File: src/rtl/gray_pkg.sv
package gray_pkg;
    localparam int COMP_W = 10;
    localparam int SUM_W  = COMP_W + 2;
    localparam int DROP_W = SUM_W - COMP_W;

    typedef logic [COMP_W-1:0] comp_t;
    typedef logic [SUM_W-1:0]  sum_t;

    typedef struct packed {
        logic  valid;
        comp_t pixel;
    } out_state_t;
endpackage

File: src/rtl/gray_weight_sum.sv
module gray_weight_sum
    import gray_pkg::*;
(
    input  comp_t red,
    input  comp_t green,
    input  comp_t blue,
    output sum_t  wsum,
    output comp_t level
);
    sum_t red_x, green_x2, blue_x;

    always_comb begin
        red_x    = sum_t'(red);
        green_x2 = sum_t'(green) << 1;
        blue_x   = sum_t'(blue);
        wsum     = red_x + green_x2 + blue_x;
        level    = wsum[SUM_W-1:DROP_W];
    end
endmodule

File: src/rtl/gray_level_slicer.sv
module gray_level_slicer
    import gray_pkg::*;
(
    input  comp_t level,
    input  comp_t thresh,
    input  logic  bin_en,
    output comp_t result
);
    localparam comp_t WHITE = '1;
    localparam comp_t BLACK = '0;

    logic above;

    always_comb begin
        above  = (level >= thresh);
        result = bin_en ? (above ? WHITE : BLACK) : level;
    end
endmodule

File: src/rtl/gray_binarizer.sv
module gray_binarizer
    import gray_pkg::*;
(
    input  logic              clk,
    input  logic              rst_n,
    input  logic              in_valid,
    input  logic [COMP_W-1:0] in_red,
    input  logic [COMP_W-1:0] in_green,
    input  logic [COMP_W-1:0] in_blue,
    input  logic [COMP_W-1:0] thresh,
    input  logic              bin_en,
    output logic              out_valid,
    output logic [COMP_W-1:0] out_pixel
);
    localparam comp_t FULL = '1;

    sum_t       wsum;
    comp_t      level;
    comp_t      sliced;
    out_state_t st_d, st_q;

    gray_weight_sum u_sum (
        .red   (in_red),
        .green (in_green),
        .blue  (in_blue),
        .wsum  (wsum),
        .level (level)
    );

    gray_level_slicer u_slice (
        .level  (level),
        .thresh (thresh),
        .bin_en (bin_en),
        .result (sliced)
    );

    // Threshold and mode only matter on valid cycles; idle cycles hold the pixel.
    always_comb begin
        st_d       = st_q;
        st_d.valid = in_valid;
        if (in_valid) begin
            st_d.pixel = sliced;
        end
    end

    always_ff @(posedge clk or negedge rst_n) begin
        if (!rst_n) begin
            st_q <= '0;
        end else begin
            st_q <= st_d;
        end
    end

    assign out_valid = st_q.valid;
    assign out_pixel = st_q.pixel;

    p_valid_follow_r2: assert property (@(posedge clk) disable iff (!rst_n)
        in_valid |=> out_valid);

    p_idle_follow_r2: assert property (@(posedge clk) disable iff (!rst_n)
        !in_valid |=> !out_valid);

    p_idle_hold_r6: assert property (@(posedge clk) disable iff (!rst_n)
        !in_valid |=> $stable(out_pixel));

    p_two_level_r8: assert property (@(posedge clk) disable iff (!rst_n)
        (in_valid && bin_en) |=> (out_pixel == '0 || out_pixel == FULL));

    p_full_scale_r7: assert property (@(posedge clk) disable iff (!rst_n)
        (in_valid && !bin_en && in_red == FULL && in_green == FULL && in_blue == FULL)
        |=> out_pixel == FULL);

    p_zero_thresh_r5: assert property (@(posedge clk) disable iff (!rst_n)
        (in_valid && bin_en && thresh == '0) |=> out_pixel == FULL);
endmodule

File: config.mk
export PLATFORM = sky130hd
export DESIGN_NAME = gray_binarizer
export DESIGN_NICKNAME = d
export VERILOG_FILES = /design/src/rtl/gray_pkg.sv /design/src/rtl/gray_weight_sum.sv /design/src/rtl/gray_level_slicer.sv /design/src/rtl/gray_binarizer.sv
export SDC_FILE = /design/constraint.sdc
export NUM_CORES = 1
export LEC_CHECK = 0
export ABC_CLOCK_PERIOD_IN_PS = 1580
export BUFFER_PORTS_ARGS = -buffer_cell sky130_fd_sc_hd__buf_2
export CORE_MARGIN = 2
export CORE_UTILIZATION = 54
export CTS_CLUSTER_SIZE = 16
export DETAILED_ROUTE_END_ITERATION = 8
export PLACE_DENSITY = 0.91
export SLEW_MARGIN = 40
export SYNTH_ARGS = -nofsm -noshare
export SYNTH_HDL_FRONTEND = slang
export SYNTH_SLANG_ARGS = --single-unit
File: constraint.sdc
create_clock -name clk -period 1.58 [get_ports clk]
set_input_delay 0.316 -clock clk [delete_from_list [all_inputs] [get_ports clk]]
set_output_delay 0.316 -clock clk [all_outputs]
set_load 0.02 [all_outputs]
==> run summary, run 1 <==
most frequent CP cell: o21a_1
post-synthesis async set-or-reset flop share: 1.00
Max Buffers Root-to-Sink: 2
initial antenna violation count: 0
RSZ-0062 raised after global routing: true
highest clock rate: 319 MHz
post-route design area: 0.00220 mm^2
Max IR drop VDD: 1170 uV
P per Cell Area: 1080 mW/mm^2
crit path cell chain: buf_6 -> fa_1 -> nand3_2 -> fa_2 -> nor2b_4 -> o2111ai_2 -> nand3_1 -> o21a_1 -> xor2_1 -> ha_1 -> a21oi_1 -> o21a_1 -> o21ai_2 -> a31oi_4 -> o221ai_1
largest net degree at the start of global routing: 15
CP max stage delay: 570 ps
post-synthesis average cell area: 8.62 um^2
Seq/Total Area, Yosys: 0.188
skew final: 0 ps
Worst R2R Start: out_pixel[4]$_DFFE_PN0P_
CP Capture Type: register
Startpoint Class: primary input
worst path bufs/invs: 1
CP Data Required Time: 1710 ps
drt total wl: 4600 um
final setup fails: 10
Cells after Synth: 170
full die area: 0.00315 mm^2
failing checks: setup timing
core area: 0.00252 mm^2
ratio of cells with drive above 1 in the final layout: 0.454
ys flop type: dfrtp_1
Slowest-stage cell, CP: fa_1
Yosys top cell by area: dfrtp_1
final setup margin: -1550 ps
GRT overflow: 0
Hold Startpoint: in_valid
Via density: 6.04
CP arrival: 3260 ps
boundary pin count: 55
hold slack: 326 ps
worst-path maximum fanout: 5
post-layout util: 0.871
Die Span X: 56.1 um
DR DRC count: 0
clock latency on the worst-skew pair: 270 ps
Post-synth EDFFs: 0
# diodes: 0
clock root buffer: clkbuf_4
DP HPWL: 3350 um
CP Launch Point: in_blue[1]
Tot GR Track Use: 0.311
first-pass GRT wire length: 7820 um
Setup CP Type: in -> reg
WL/cell: 15.9 um
Buffers on Ports: 54
H-Tree Depth: 1
antenna-violating nets left: 0
DP Area: 0.00202 mm^2
Yosys warning count: 0
max-slew violation count: 0
Mapped Nets: 243
NumNets Final: 334
Hold Crit Class: in -> reg
clock-pin transition on the worst setup and hold timing paths: 60 ps
via count: 1,751
period utilization: 1.98
CTS tree: yes
Placement Setup Slack: -1960 ps
Initial Utilization: 0.581
max cap viols: 0
P_leak: 1.10 nW
Layout area overhead: 49.9%
Num CTS Buffers: 3
Netlist cell types: 41
mapped cell area: 0.00147 mm^2
Detailed Route Iter0 Violations: 102
Worst path top cell family by delay: adder cells
row cnt: 18
minimum clock period: 3130 ps
final hold vios: 0
Die Y: 56.1 um
number of synthesized register bits: 11
setup_tns: -15,030 ps
vias in the first global route: 1,804
routability cong.: 0.806
slew margin rel.: 0.746
Area contributors post-synth: dfrtp_1, ha_1, fa_1
post-synth top area share: 0.188
Sink Count: 11
status: complete, but fails checks
Slew @ Worst Pin: 376 ps
First-pass DRT Iterations: 5
[final timing paths]
check	endpoint	slack [ps]	cells past startpoint
worst max-delay path	out_pixel[7]$_DFFE_PN0P_	-1550	15
worst min register to register	out_pixel[1]$_DFFE_PN0P_	510	1
worst max register to register	out_pixel[4]$_DFFE_PN0P_	490	3
max in group asynchronous	out_pixel[4]$_DFFE_PN0P_	940	2
min in group asynchronous	out_pixel[3]$_DFFE_PN0P_	440	2
worst min-delay path	out_valid$_DFF_PN0_	330	1
[cell usage after synthesis (3+ instances only)]
master	number
a31oi_1	5
a21o_1	3
inv_1	20
a21oi_1	11
buf_2	4
o21a_1	4
nand2_1	7
xnor2_1	4
o21ai_0	8
ha_1	19
nand3_1	3
clkbuf_1	3
fa_1	10
nor3_1	6
nor2_1	15
dfrtp_1	11
nand4_1	4
[layout by cell type (no fill, tap or decap), drive strengths merged, types with 2 or more instances in the layout]
master	count
a221oi	2
ha	19
clkbuf	4
a211oi	2
o221ai	2
a21oi	11
xnor2	4
nand2	7
a21o	3
nand2b	2
inv	20
dfrtp	11
o211ai	3
a311o	2
xor2	2
o2bb2ai	2
buf	92
fa	10
o21a	4
nor2	15
a31oi	5
o21ai	9
o2111ai	2
nor3	6
nand4	4
mux2i	2
nand3	3
[layout make-up]
class                      instances  area [um^2]
inverter                          20         75.1
fill                             125          327
clock buffer                       4         26.3
multi-input combinational        132         1200
timing repair buffer              93          582
sequential                        11          275
tap                               30         37.5
[state kept, by name, indices dropped and copies added, names as in the netlist]
name       count
out_pixel     10
out_valid      1
[metal layers]
layer | part of all wire | vias up | GRT usage
met5 | 0 | - | 0
met2 | 0.51 | 115 | 0.578
li1 | - | 803 | -
met3 | 0.084 | 21 | 0.0791
met1 | 0.36 | 812 | 0.342
met4 | 0.038 | 0 | 0.0986
[report_power, final]
part / internal [W] / total, W / switching (W) / leakage [nW]
logic: 0.000838 / 0.00175 / 0.000916 / 0.958
registers: 0.000363 / 0.000422 / 0.0000589 / 0.128
clock network: 0.0000979 / 0.000190 / 0.0000917 / 0.0150
total: 0.00130 / 0.00237 / 0.00107 / 1.10
[kinds of logic (layout without fill, tap and decap cells)]
logic type | after synthesis | in the layout | synth area share
AO/OA/AOI/OAI | 50 | 50 | 0.237
XOR/XNOR | 6 | 6 | 0.0359
adder cells (fa/ha/maj) | 29 | 29 | 0.299
buffers and inverters | 27 | 117 | 0.0726
flip-flops | 11 | 11 | 0.188
multiplexers | 3 | 3 | 0.0213
AND/OR/NAND/NOR | 44 | 44 | 0.147
[timing repair]
| action | 4_1_cts | 5_1_grt |
|---|---|---|
| hold buffers | 1 | 0 |
| setup endpoints to repair | 10 | 10 |
| setup buffers | 2 | 0 |
| pin swaps | 16 | 5 |
| gates resized for setup | 24 | 1 |
| hold endpoints to repair | 11 | 0 |
[metrics by stage]
step,instances,total power (W)
after CTS,290,0.00229
after floorplan,170,0.00129
after global routing,290,0.00254
final,290,0.00237
after global placement,283,0.00186
after detailed placement,283,0.00194
(Power assumes the default switching activity.)
==> inputs of run 2 (changes only) <==
--- a/config.mk
+++ b/config.mk
@@ -5,13 +5,13 @@
 export SDC_FILE = /design/constraint.sdc
 export NUM_CORES = 1
 export LEC_CHECK = 0
-export ABC_CLOCK_PERIOD_IN_PS = 1580
+export ABC_CLOCK_PERIOD_IN_PS = 2710
 export BUFFER_PORTS_ARGS = -buffer_cell sky130_fd_sc_hd__buf_2
 export CORE_MARGIN = 2
-export CORE_UTILIZATION = 54
+export CORE_UTILIZATION = 45
 export CTS_CLUSTER_SIZE = 16
 export DETAILED_ROUTE_END_ITERATION = 8
-export PLACE_DENSITY = 0.91
+export PLACE_DENSITY = 0.81
 export SLEW_MARGIN = 40
 export SYNTH_ARGS = -nofsm -noshare
 export SYNTH_HDL_FRONTEND = slang
==> constraint.sdc (replaced) <==
create_clock -name clk -period 2.71 [get_ports clk]
set_input_delay 0.542 -clock clk [delete_from_list [all_inputs] [get_ports clk]]
set_output_delay 0.542 -clock clk [all_outputs]
set_load 0.02 [all_outputs]
==> run 2 against run 1 <==
Net effect:
- the run still ends with setup timing left
- final cell count increased by 9.0%
- total power decreased by 36%
- combinational power decreased by 34%
- worst hold slack got worse by 220 ps
- register-to-register slack improved by 1100 ps
- setup slack improved by 860 ps
- global-route usage decreased by 5.9 points
- critical path type unchanged
- critical endpoint is now out_pixel[4]$_DFFE_PN0P_
==> run summary, run 2 (synthesized netlist as in run 1, its figures left out) <==
max cap viols: 0
clock root buffer: clkbuf_4
First-pass DRT Iterations: 4
Max IR drop VDD: 341 uV
final setup margin: -695 ps
DP HPWL: 3220 um
Die Span X: 61.1 um
Buffers on Ports: 54
period utilization: 1.26
Layout area overhead: 63.2%
max reg flops: 10
slew margin rel.: 0.720
highest clock rate: 294 MHz
clock latency on the worst-skew pair: 290 ps
RR Endpoint: out_pixel[4]$_DFFE_PN0P_
boundary pin count: 55
CTS tree: yes
WL/cell: 15.8 um
Startpoint Class: primary input
full die area: 0.00373 mm^2
core area: 0.00308 mm^2
Initial Utilization: 0.476
RSZ-0062 raised after global routing: true
Worst R2R Start: out_pixel[4]$_DFFE_PN0P_
P_leak: 1.17 nW
H-Tree Depth: 1
CP Data Required Time: 2850 ps
Hold Crit Class: in -> async
Tot GR Track Use: 0.252
final setup fails: 10
drt total wl: 4990 um
NumNets Final: 346
first-pass GRT wire length: 7010 um
GRT overflow: 0
antenna-violating nets left: 0
via count: 1,757
CP Capture Type: register
failing checks: setup timing
Detailed Route Iter0 Violations: 51
minimum clock period: 3410 ps
Placement Setup Slack: -1060 ps
ratio of cells with drive above 1 in the final layout: 0.522
most frequent cells in the layout: buf_2, buf_4, inv_1
Max Buffers Root-to-Sink: 2
final hold vios: 0
vias in the first global route: 1,673
worst-path maximum fanout: 4
Power Total: 0.00152 W
top sig layer: met4
Die Y: 61.1 um
# diodes: 0
routability cong.: 0.846
CP arrival: 3540 ps
wl on met1: 1880 um
Setup CP Type: in -> reg
largest net degree at the start of global routing: 15
skew final: 0 ps
Sink Count: 11
Num CTS Buffers: 3
status: complete, but fails checks
met2 wire length: 2670 um
initial antenna violation count: 0
P per Cell Area: 636 mW/mm^2
DR DRC count: 0
Slew @ Worst Pin: 414 ps
max-slew violation count: 0
cells on worst reg2reg path: 3
WL met3: 289 um
clock-pin transition on the worst setup and hold timing paths: 100 ps
register-to-register setup slack: 1570 ps
Via density: 5.56
row cnt: 20
run 2: per-stage QoR:
stage	cell area, um^2	TNS (ps)	std cells	util	hold WS, ps
after floorplan	1480	-5690	170	-	246
after global placement	2040	-7990	297	0.663	416
after detailed placement	2040	-9700	297	0.663	424
after CTS	2290	-5650	314	0.745	124
after global routing	2390	-7900	316	0.777	110
final	2390	-6660	316	0.777	105
run 2: repair_timing:
item,CTS,global route
endpoints found under the setup margin,10,10
cloned,0,0
gates resized for setup,23,19
pin swaps,16,22
buffers inserted,13,2
hold buffers,0,0
run 2: cell type report:
type | count | area, um^2
clock buffers | 4 | 26.3
fillers | 220 | 687
inverters | 20 | 75.1
multi-input cells | 132 | 1280
flip-flops and latches | 11 | 275
well taps | 44 | 55.1
repair buffers | 105 | 682
run 2: metal layers:
metal,global-route usage,up-vias
met4,0.0901,0
met5,0,-
met2,0.476,78
met1,0.281,837
li1,-,825
met3,0.0420,17
run 2: worst max-delay path by stage:
stage / start / end / slack [ps] / cells after the start
finish: in_red[2] / out_pixel[4]$_DFFE_PN0P_ / -700 / 14
global route: in_red[2] / out_pixel[4]$_DFFE_PN0P_ / -820 / 14
CTS: in_blue[2] / out_pixel[4]$_DFFE_PN0P_ / -620 / 16
detailed placement: in_red[2] / out_pixel[7]$_DFFE_PN0P_ / -1060 / 15
global placement: in_red[2] / out_pixel[7]$_DFFE_PN0P_ / -880 / 15
floorplan: in_red[2] / out_pixel[7]$_DFFE_PN0P_ / -600 / 14
run 2: critical path, cell delays in order:
cell and delay, ps:
buf_6 90, fa_1 520, ha_1 300, nand4_1 160, a211oi_4 410, a21oi_2 130
xnor2_1 160, ha_1 320, a21o_1 210, a21oi_2 160, o21ai_2 110, a31oi_4 220
buf_6 150, o211ai_2 70
run 2: report_power, final:
part	total, W	internal, W	switching (W)
registers	0.000249	0.000212	0.0000377
logic	0.00115	0.000567	0.000581
clock network	0.000122	0.0000572	0.0000651
==> inputs of run 3 (changes only) <==
--- a/config.mk
+++ b/config.mk
@@ -5,13 +5,14 @@
 export SDC_FILE = /design/constraint.sdc
 export NUM_CORES = 1
 export LEC_CHECK = 0
-export ABC_CLOCK_PERIOD_IN_PS = 2710
+export ABC_CLOCK_PERIOD_IN_PS = 3450
 export BUFFER_PORTS_ARGS = -buffer_cell sky130_fd_sc_hd__buf_2
 export CORE_MARGIN = 2
-export CORE_UTILIZATION = 45
+export CORE_UTILIZATION = 50
 export CTS_CLUSTER_SIZE = 16
 export DETAILED_ROUTE_END_ITERATION = 8
-export PLACE_DENSITY = 0.81
+export GPL_TIMING_DRIVEN = 0
+export PLACE_DENSITY = 0.85
 export SLEW_MARGIN = 40
 export SYNTH_ARGS = -nofsm -noshare
 export SYNTH_HDL_FRONTEND = slang
==> constraint.sdc (replaced) <==
create_clock -name clk -period 3.45 [get_ports clk]
set_input_delay 0.69 -clock clk [delete_from_list [all_inputs] [get_ports clk]]
set_output_delay 0.69 -clock clk [all_outputs]
set_load 0.02 [all_outputs]
==> run 3 against run 2 <==
Net effect:
- the flow still finishes with violations (setup timing)
- non-clock buffer count shrank 36
- first-iteration DRC count is 49% lower
- final cell count is 16% lower
- routed wire length is 26% lower
- clock skew did not move
==> run summary, run 3 (synthesized netlist as in run 1, its figures left out) <==
boundary pin count: 55
antenna-violating nets left: 0
GRT overflow: 0
slew margin rel.: 0.607
Layout area overhead: 34.8%
Sink Count: 11
Slowest-stage cell, CP: fa_1
CP arrival: 3650 ps
Tot GR Track Use: 0.211
CP Capture Type: register
first-pass GRT wire length: 5730 um
max cap viols: 0
Max IR drop VDD: 486 uV
P per Cell Area: 473 mW/mm^2
Die Y: 58.1 um
drt total wl: 3700 um
NumNets Final: 310
largest net degree at the start of global routing: 12
Initial Utilization: 0.527
# diodes: 0
full die area: 0.00338 mm^2
Buffers on Ports: 54
Clk pwr share: 0.092
First-pass DRT Iterations: 5
most common cell after layout, fill and taps aside: buf_2
RSZ-0062 raised after global routing: true
failing checks: setup timing
CP Data Required Time: 3580 ps
minimum clock period: 3520 ps
row cnt: 19
clock root buffer: clkbuf_4
Slew @ Worst Pin: 589 ps
Setup CP Type: in -> reg
worst path bufs/invs: 2
post-layout util: 0.710
Power Total: 0.000934 W
final setup margin: -70.8 ps
H-Tree Depth: 1
Die Span X: 58.1 um
routability cong.: 0.841
highest clock rate: 284 MHz
Num CTS Buffers: 3
most frequent cells in the layout: buf_2, inv_1, ha_1
Detailed Route Iter0 Violations: 26
CTS tree: yes
WL/cell: 13.9 um
vias in the first global route: 1,401
Reg power frac: 0.203
DR DRC count: 0
initial antenna violation count: 0
max reg flops: 10
Via density: 5.69
DP HPWL: 2860 um
CP max stage delay: 590 ps
Worst path top cell family by delay: adder cells
worst-path maximum fanout: 5
switch share: 0.467
Max Buffers Root-to-Sink: 2
sw power: 0.000437 W
ratio of cells with drive above 1 in the final layout: 0.398
via count: 1,520
final hold vios: 0
status: complete, but fails checks
clock latency on the worst-skew pair: 270 ps
combinational fraction of design power: 0.705
period utilization: 1.02
crit path cell chain: buf_6 -> fa_1 -> nand3_2 -> fa_2 -> nor2b_4 -> o2111ai_2 -> nand3_2 -> o21a_1 -> xor2_1 -> ha_1 -> a21oi_2 -> o21a_1 -> buf_4 -> nand2_4 -> a21oi_4 -> a221oi_1
Hold Crit Class: in -> async
clock-pin transition on the worst setup and hold timing paths: 70 ps
P_leak: 0.970 nW
skew final: 0 ps
max-slew violation count: 0
core area: 0.00278 mm^2
final setup fails: 9
Pint: 0.000497 W
Startpoint Class: primary input
==> run 3: final timing paths <==
kind | startpoint | to | slack [ps] | cells after the start
max in group asynchronous | rst_n | out_pixel[6]$_DFFE_PN0P_ | 2980 | 1
max reg2reg | out_pixel[4]$_DFFE_PN0P_ | out_pixel[4]$_DFFE_PN0P_ | 2380 | 3
min | rst_n | out_pixel[3]$_DFFE_PN0P_ | 270 | 1
max | in_blue[1] | out_pixel[3]$_DFFE_PN0P_ | -70 | 16
min reg2reg | out_pixel[1]$_DFFE_PN0P_ | out_pixel[1]$_DFFE_PN0P_ | 500 | 1
min in group clk | out_pixel[1]$_DFFE_PN0P_ | out_pixel[1]$_DFFE_PN0P_ | 500 | 1
==> run 3: power by group through the flow <==
stage          registers [W]  logic (W)  clock network, W
5_1_grt             0.000193   0.000725         0.0000959
6_report            0.000190   0.000658         0.0000862
2_1_floorplan       0.000235   0.000355                 0
4_1_cts             0.000187   0.000590         0.0000873
3_3_place_gp        0.000189   0.000538                 0
3_5_place_dp        0.000189   0.000557                 0
==> run 3: worst reg2reg max path, cell delays in order, from the launching register on <==
cell and delay (ps):
dfrtp_1 400, nor2_1 80, or4_1 420, o211ai_2 90
==> run 3: per-layer routing <==
| layer | up-vias | track usage | wire length [um] |
|---|---|---|---|
| met1 | 728 | 0.256 | 1520 |
| met3 | 2 | 0.0357 | 187 |
| met4 | 0 | 0.0299 | 8 |
| met2 | 41 | 0.398 | 1980 |
| met5 | - | 0 | 0 |
| li1 | 749 | - | - |
==> run 3: cell type report <==
| type | instances | area [um^2] |
|---|---|---|
| Clock buffer | 4 | 26.3 |
| Inverter | 20 | 75.1 |
| Fill cell | 233 | 807 |
| Tap cell | 31 | 38.8 |
| Buffer | 7 | 31.3 |
| Timing Repair Buffer | 62 | 337 |
| Sequential cell | 11 | 275 |
| Multi-Input combinational cell | 132 | 1190 |
==> run 3: per-stage QoR <==
step                      instances  hold WS, ps  worst slack (ps)  setup TNS, ps  cell area, um^2
after detailed placement        255          473              -553          -5030             1790
after CTS                       264          274             -40.3          -42.4             1880
after global placement          255          469              -471          -4240             1790
final                           267          270             -70.8           -345             1970
after global routing            267          273              -226          -1630             1970
after floorplan                 170          394             -9.75          -11.0             1480
==> run 3: timing repair <==
action                                  4_1_cts  5_1_grt
hold buffers                                  0        0
pin swaps                                     7        5
buffers inserted                              5        3
resized for setup                             9       17
endpoints found under the setup margin       10       10
